<file path="config.mk">
export PLATFORM = sky130hd
export DESIGN_NAME = wp_unlock_seq
export DESIGN_NICKNAME = d
export VERILOG_FILES = /design/src/rtl/wp_unlock_pkg.sv /design/src/rtl/wp_key_match.sv /design/src/rtl/wp_seq_fsm.sv /design/src/rtl/wp_prot_reg.sv /design/src/rtl/wp_unlock_seq.sv
export SDC_FILE = /design/constraint.sdc
export NUM_CORES = 1
export LEC_CHECK = 0
export CORE_MARGIN = 3
export CORE_UTILIZATION = 51
export DETAILED_ROUTE_END_ITERATION = 10
export PLACE_DENSITY_LB_ADDON = 0.3
export SETUP_SLACK_MARGIN = 0.2
export SLEW_MARGIN = 10
export SYNTH_ARGS = -nofsm -noshare
export SYNTH_HDL_FRONTEND = slang
export SYNTH_SLANG_ARGS = --single-unit
</file>
<file path="constraint.sdc">
create_clock -name clk_i -period 3.1 [get_ports clk_i]
set_clock_uncertainty 0.05 [all_clocks]
set_input_delay 0.465 -clock clk_i [delete_from_list [all_inputs] [get_ports clk_i]]
set_output_delay 0.465 -clock clk_i [all_outputs]
set_load 0.05 [all_outputs]
</file>
<file path="src/rtl/wp_unlock_pkg.sv">
package wp_unlock_pkg;
  localparam int unsigned ADDR_W  = 17;
  localparam int unsigned DATA_W  = 8;
  localparam int unsigned SECT_N  = 8;
  localparam int unsigned KEY_LEN = 6;
  localparam int unsigned SECT_W  = $clog2(SECT_N);
  localparam int unsigned IDX_W   = $clog2(KEY_LEN);

  typedef enum logic [1:0] {
    ST_KEY  = 2'd0,
    ST_BYTE = 2'd1,
    ST_CPL  = 2'd2
  } wp_state_e;

  // Key addresses in the order they must be read
  function automatic logic [ADDR_W-1:0] key_addr(input int unsigned i);
    case (i)
      0:       key_addr = 17'h05555;
      1:       key_addr = 17'h1AAAA;
      2:       key_addr = 17'h03333;
      3:       key_addr = 17'h1CCCC;
      4:       key_addr = 17'h100FF;
      5:       key_addr = 17'h0FF00;
      default: key_addr = '0;
    endcase
  endfunction
endpackage

</file>
<file path="src/rtl/wp_key_match.sv">
module wp_key_match
  import wp_unlock_pkg::*;
(
  input  logic [IDX_W-1:0]  idx_i,
  input  logic [ADDR_W-1:0] addr_i,
  output logic              hit_cur_o,
  output logic              hit_first_o,
  output logic              is_zero_o
);
  localparam int unsigned IDX_N = 1 << IDX_W;

  logic [IDX_N-1:0] hit_vec;

  // One comparator per key slot; unused slots never match
  for (genvar k = 0; k < IDX_N; k++) begin : g_cmp
    if (k < KEY_LEN) begin : g_key
      assign hit_vec[k] = (addr_i == key_addr(k));
    end else begin : g_pad
      assign hit_vec[k] = 1'b0;
    end
  end

  assign hit_cur_o   = hit_vec[idx_i];
  assign hit_first_o = hit_vec[0];
  assign is_zero_o   = (addr_i == '0);
endmodule

</file>
<file path="src/rtl/wp_seq_fsm.sv">
module wp_seq_fsm
  import wp_unlock_pkg::*;
(
  input  logic              clk_i,
  input  logic              rst_ni,
  input  logic              cyc_done_i,
  input  logic              cyc_we_i,
  input  logic              cyc_fresh_i,
  input  logic [ADDR_W-1:0] cyc_addr_i,
  input  logic [DATA_W-1:0] cyc_wdata_i,
  output logic              seq_wr_o,
  output logic              commit_o,
  output logic [DATA_W-1:0] commit_data_o
);
  localparam logic [IDX_W-1:0] IDX_LAST = IDX_W'(KEY_LEN - 1);
  localparam logic [IDX_W-1:0] IDX_ONE  = IDX_W'(1);

  wp_state_e         state_q, state_d;
  logic [IDX_W-1:0]  idx_q, idx_d;
  logic [DATA_W-1:0] held_q, held_d;
  logic              zero_q;
  logic              hit_cur, hit_first, is_zero;
  logic              start_ok, cur_ok;

  wp_key_match u_match (
    .idx_i      (idx_q),
    .addr_i     (cyc_addr_i),
    .hit_cur_o  (hit_cur),
    .hit_first_o(hit_first),
    .is_zero_o  (is_zero)
  );

  // First key read needs a fresh enable or a preceding read of address zero
  assign start_ok = !cyc_we_i && hit_first && (cyc_fresh_i || zero_q);
  assign cur_ok   = !cyc_we_i && hit_cur && ((idx_q != '0) || cyc_fresh_i || zero_q);

  always_comb begin
    state_d  = state_q;
    idx_d    = idx_q;
    held_d   = held_q;
    commit_o = 1'b0;
    if (cyc_done_i) begin
      unique case (state_q)
        ST_KEY: begin
          if (cur_ok) begin
            if (idx_q == IDX_LAST) begin
              state_d = ST_BYTE;
              idx_d   = '0;
            end else begin
              idx_d = idx_q + IDX_ONE;
            end
          end else begin
            idx_d = start_ok ? IDX_ONE : '0;
          end
        end
        ST_BYTE: begin
          if (cyc_we_i) begin
            held_d  = cyc_wdata_i;
            state_d = ST_CPL;
          end else begin
            state_d = ST_KEY;
            idx_d   = start_ok ? IDX_ONE : '0;
          end
        end
        ST_CPL: begin
          state_d  = ST_KEY;
          commit_o = cyc_we_i && (cyc_wdata_i == ~held_q);
          idx_d    = start_ok ? IDX_ONE : '0;
        end
        default: begin
          state_d = ST_KEY;
          idx_d   = '0;
        end
      endcase
    end
  end

  always_ff @(posedge clk_i or negedge rst_ni) begin
    if (!rst_ni) begin
      state_q <= ST_KEY;
      idx_q   <= '0;
      held_q  <= '0;
      zero_q  <= 1'b0;
    end else begin
      state_q <= state_d;
      idx_q   <= idx_d;
      held_q  <= held_d;
      if (cyc_done_i) zero_q <= !cyc_we_i && is_zero;
    end
  end

  assign seq_wr_o      = cyc_done_i && cyc_we_i && (state_q != ST_KEY);
  assign commit_data_o = held_q;

  assert_byte_entry_R2: assert property (@(posedge clk_i) disable iff (!rst_ni)
    $rose(state_q == ST_BYTE) |-> $past(cyc_done_i && !cyc_we_i && (cyc_addr_i == key_addr(KEY_LEN - 1))));

  assert_seq_wr_is_write_R5: assert property (@(posedge clk_i) disable iff (!rst_ni)
    seq_wr_o |-> (cyc_done_i && cyc_we_i));

  assert_idle_hold_R10: assert property (@(posedge clk_i) disable iff (!rst_ni)
    !cyc_done_i |=> ($stable(state_q) && $stable(idx_q)));
endmodule

</file>
<file path="src/rtl/wp_prot_reg.sv">
module wp_prot_reg
  import wp_unlock_pkg::*;
(
  input  logic              clk_i,
  input  logic              rst_ni,
  input  logic              commit_i,
  input  logic [DATA_W-1:0] commit_data_i,
  input  logic              wr_strobe_i,
  input  logic [SECT_W-1:0] sect_i,
  output logic [SECT_N-1:0] prot_o,
  output logic              upd_o,
  output logic              inhibit_o
);
  logic [SECT_N-1:0] prot_q;
  logic [SECT_N-1:0] sect_dec;
  logic              upd_q;

  for (genvar s = 0; s < SECT_N; s++) begin : g_dec
    assign sect_dec[s] = (sect_i == SECT_W'(s));
  end

  always_ff @(posedge clk_i or negedge rst_ni) begin
    if (!rst_ni) begin
      prot_q <= '0;
      upd_q  <= 1'b0;
    end else begin
      upd_q <= commit_i;
      if (commit_i) prot_q <= SECT_N'(commit_data_i);
    end
  end

  assign prot_o    = prot_q;
  assign upd_o     = upd_q;
  assign inhibit_o = wr_strobe_i && |(sect_dec & prot_q);

  assert_prot_hold_R3: assert property (@(posedge clk_i) disable iff (!rst_ni)
    !upd_q |-> $stable(prot_q));

  assert_inh_write_only_R6: assert property (@(posedge clk_i) disable iff (!rst_ni)
    inhibit_o |-> wr_strobe_i);
endmodule

</file>
<file path="src/rtl/wp_unlock_seq.sv">
module wp_unlock_seq
  import wp_unlock_pkg::*;
(
  input  logic              clk_i,
  input  logic              rst_ni,
  input  logic              cyc_done_i,
  input  logic              cyc_we_i,
  input  logic              cyc_fresh_i,
  input  logic [ADDR_W-1:0] cyc_addr_i,
  input  logic [DATA_W-1:0] cyc_wdata_i,
  output logic              wr_inhibit_o,
  output logic              seq_wr_o,
  output logic [SECT_N-1:0] prot_o,
  output logic              prot_upd_o
);
  logic              commit;
  logic [DATA_W-1:0] commit_data;

  wp_seq_fsm u_fsm (
    .clk_i        (clk_i),
    .rst_ni       (rst_ni),
    .cyc_done_i   (cyc_done_i),
    .cyc_we_i     (cyc_we_i),
    .cyc_fresh_i  (cyc_fresh_i),
    .cyc_addr_i   (cyc_addr_i),
    .cyc_wdata_i  (cyc_wdata_i),
    .seq_wr_o     (seq_wr_o),
    .commit_o     (commit),
    .commit_data_o(commit_data)
  );

  wp_prot_reg u_prot (
    .clk_i        (clk_i),
    .rst_ni       (rst_ni),
    .commit_i     (commit),
    .commit_data_i(commit_data),
    .wr_strobe_i  (cyc_done_i && cyc_we_i),
    .sect_i       (cyc_addr_i[ADDR_W-1 -: SECT_W]),
    .prot_o       (prot_o),
    .upd_o        (prot_upd_o),
    .inhibit_o    (wr_inhibit_o)
  );

  assert_upd_value_R8: assert property (@(posedge clk_i) disable iff (!rst_ni)
    prot_upd_o |-> (prot_o == SECT_N'(~$past(cyc_wdata_i))));

  assert_upd_single_R8: assert property (@(posedge clk_i) disable iff (!rst_ni)
    prot_upd_o |=> !prot_upd_o);
endmodule

</file>
==> metrics.txt <==
status completed; Post-CTS Setup Bufs 0; first-pass GRT wire length 5871 µm; CTS tree done; number of global-route vias before repair 1,385; Fmax achieved 391.1 MHz; DR vias/cell 6.066; Final TNS setup 0 ps; mux share of post-synthesis cell area 0.1067; area share of the largest cell type after synthesis 0.3925; required time of the worst setup path 2580 ps; leakage 0.8260 nW; grt met3 use 0.05011; largest family of logic cells by synthesized area simple AND/OR/NAND/NOR gates; Layout Nets 231; Post-Synth XOR/XNOR Area 0.04778; chip height 59.62 µm; H-tree depth 1; dpl hpwl 2800 µm; GP Congestion 0.9509; Final Hold Viols 0; Non-Filler Instances 226; gr ovfl total 0; Syn Inst Count 153; row count 18; synth warn 0; Syn Area/Cell 9.584 µm²; # diodes 0; CTS Hold Buffers Added 0; number of buffer cells added on primary ports 40; worst vdd ir 0.4017 mV; MaxCap Viol Count 0; Setup Viol. Count Final 0; Hold WC Path Type in2async; CP arrival 2040 ps; PostCTS Resize Cnt 0; Layout area overhead 31.66%; CP startpoint kind input port; RR Startpoint u_fsm.state_q[1]; relative slew slack 0.6463; Post-synth ARST share 1.000; synthesized cell area 1466 µm²; Setup crit end kind primary output; worst r2r dst u_fsm.idx_q[0]; Inserted Clock Buffers 3; Post-Synth Simple-Gate Area 0.3123; RSZ-0062 raised after global routing false; clock latency on the worst-skew pair 310 ps; Die Width 59.62 µm; max-slew violation count 0; Final min period 2557 ps; # clock sinks 23; WL/cell 15.94 µm; full die area 3555 µm²; syn nets 187; initial drt markers 155; placed cell count 222; grt met1 use 0.2631; root buf cell clkbuf_4; Clk pin slew, worst setup/hold paths 130 ps; layout cells sized above 1 0.1327; I/O pins 41; critical path class in2out; Post-synth top flop dfrtp_1; Synth Area in Compound Gates 0.08618; Routed WL 3603 µm; Post-synth EDFFs 0; vias post-DR 1,371; Initial Util 0.5613; register bit total from synthesis 23; Power Density 317.2 nW/µm²; Placeable Area 2613 µm²; DRC viols 0; Crit Path Max Fanout 6; r2r setup slk 800 ps; largest net degree at the start of global routing 24; Synth Area in Adders 0.03413; post-route ant nets 0; drt pass-1 iters 4; R2R depth 8; met2 Usage GRT 0.3729; clock buffer depth 2; gr busiest metal met2; gr usage total 0.2141; largest area contributor in the netlist dfrtp_1; Tcrit/Tclk final 0.8248; Slew @ Worst Pin 528.9 ps; count of cell types in the netlist 40; post-synthesis sequential area ratio 0.3925; Synth area leaders dfrtp_1, nand2_1, mux2_2; initial antenna violation count 0
[metrics by stage]
stage	area (µm²)	power [mW]	hold WS [ps]	util	setup slack [ps]
2_1_floorplan	1466	0.3993	119.4	-	907.5
3_3_place_gp	1903	0.4698	428.2	0.7284	424.4
3_5_place_dp	1903	0.4749	434.1	0.7284	364.3
4_1_cts	1931	0.6159	438.5	0.7390	540.7
5_1_grt	1931	0.6449	442.0	0.7390	438.3
6_report	1931	0.6124	436.6	0.7390	543.0
[registers in the layout, summed over array words and instances, names as in the netlist]
name / flops
u_fsm.zero_q: 1
u_prot.upd_o: 1
u_fsm.commit_data_o: 8
u_fsm.idx_q: 3
u_fsm.state_q: 2
u_prot.prot_o: 8
[logic make-up after synthesis]
group,after synthesis
mux,12
buf+inv,8
flops,23
xor+xnor,8
simple gates,80
compound gates,18
fa+ha+maj,4
[worst max-delay path, cell delays in order]
cell and delay [ps]:
clkdlybuf4s50_1 630, mux4_2 540, mux2i_1 150, nor2_1 70, buf_4 190
[layout by cell type, fill, tap and decap left out, types with 2 or more instances in the layout]
master / instances
a211oi_1: 2
a21oi_1: 3
buf_4: 4
clkbuf_4: 3
clkdlybuf4s50_1: 38
dfrtp_1: 23
ha_1: 4
inv_1: 5
mux2_2: 9
mux4_2: 2
nand2_1: 37
nand3_1: 3
nand4_1: 3
nand4bb_1: 5
nor2_1: 5
nor3_1: 3
nor4_1: 6
nor4_2: 2
nor4bb_1: 2
o21ai_1: 2
o22ai_1: 2
or3_1: 2
or3_4: 2
or4_1: 3
xor2_1: 8
[layout make-up]
cell class,instances,area (µm²)
sequential,23,575.6
multi-input combinational,122,860.8
inverter,5,18.77
clock buffer,3,22.52
timing repair buffer,42,410.4
fill,198,681.9
tap,30,37.54
clock inverter,1,5.005
[power by group]
group | switching (mW) | leakage, nW | internal (mW)
logic | 0.0794 | 0.489 | 0.0751
registers | 0.00783 | 0.320 | 0.307
clock network | 0.0949 | 0.0177 | 0.0483
total | 0.182 | 0.826 | 0.430
[routing by layer]
layer | wire, µm | vias up
met5 | 0 | -
met4 | 35 | 0
met3 | 349 | 8
met2 | 1763 | 77
met1 | 1455 | 635
li1 | - | 651
[Yosys cell counts, types with 3 or more instances]
cell type,n
nand2_1,37
dfrtp_1,23
mux2_2,9
xor2_1,8
nor4_1,6
inv_1,5
nand4bb_1,5
nor2_1,5
ha_1,4
a21oi_1,3
clkbuf_1,3
nand3_1,3
nand4_1,3
nor3_1,3
or4_1,3
[worst max path at each step]
stage                               from  slack [ps]  depth (start not counted)        endpoint
after CTS                 cyc_addr_i[14]         540                          5    wr_inhibit_o
after global routing       cyc_addr_i[1]         440                          6  u_fsm.idx_q[0]
after global placement     cyc_addr_i[1]         420                          7  u_fsm.idx_q[1]
after floorplan            cyc_addr_i[1]         910                          6  u_fsm.idx_q[1]
final                     cyc_addr_i[14]         540                          5    wr_inhibit_o
after detailed placement   cyc_addr_i[1]         360                          6  u_fsm.idx_q[0]
No activity file was read; power rests on OpenSTA's default activity.
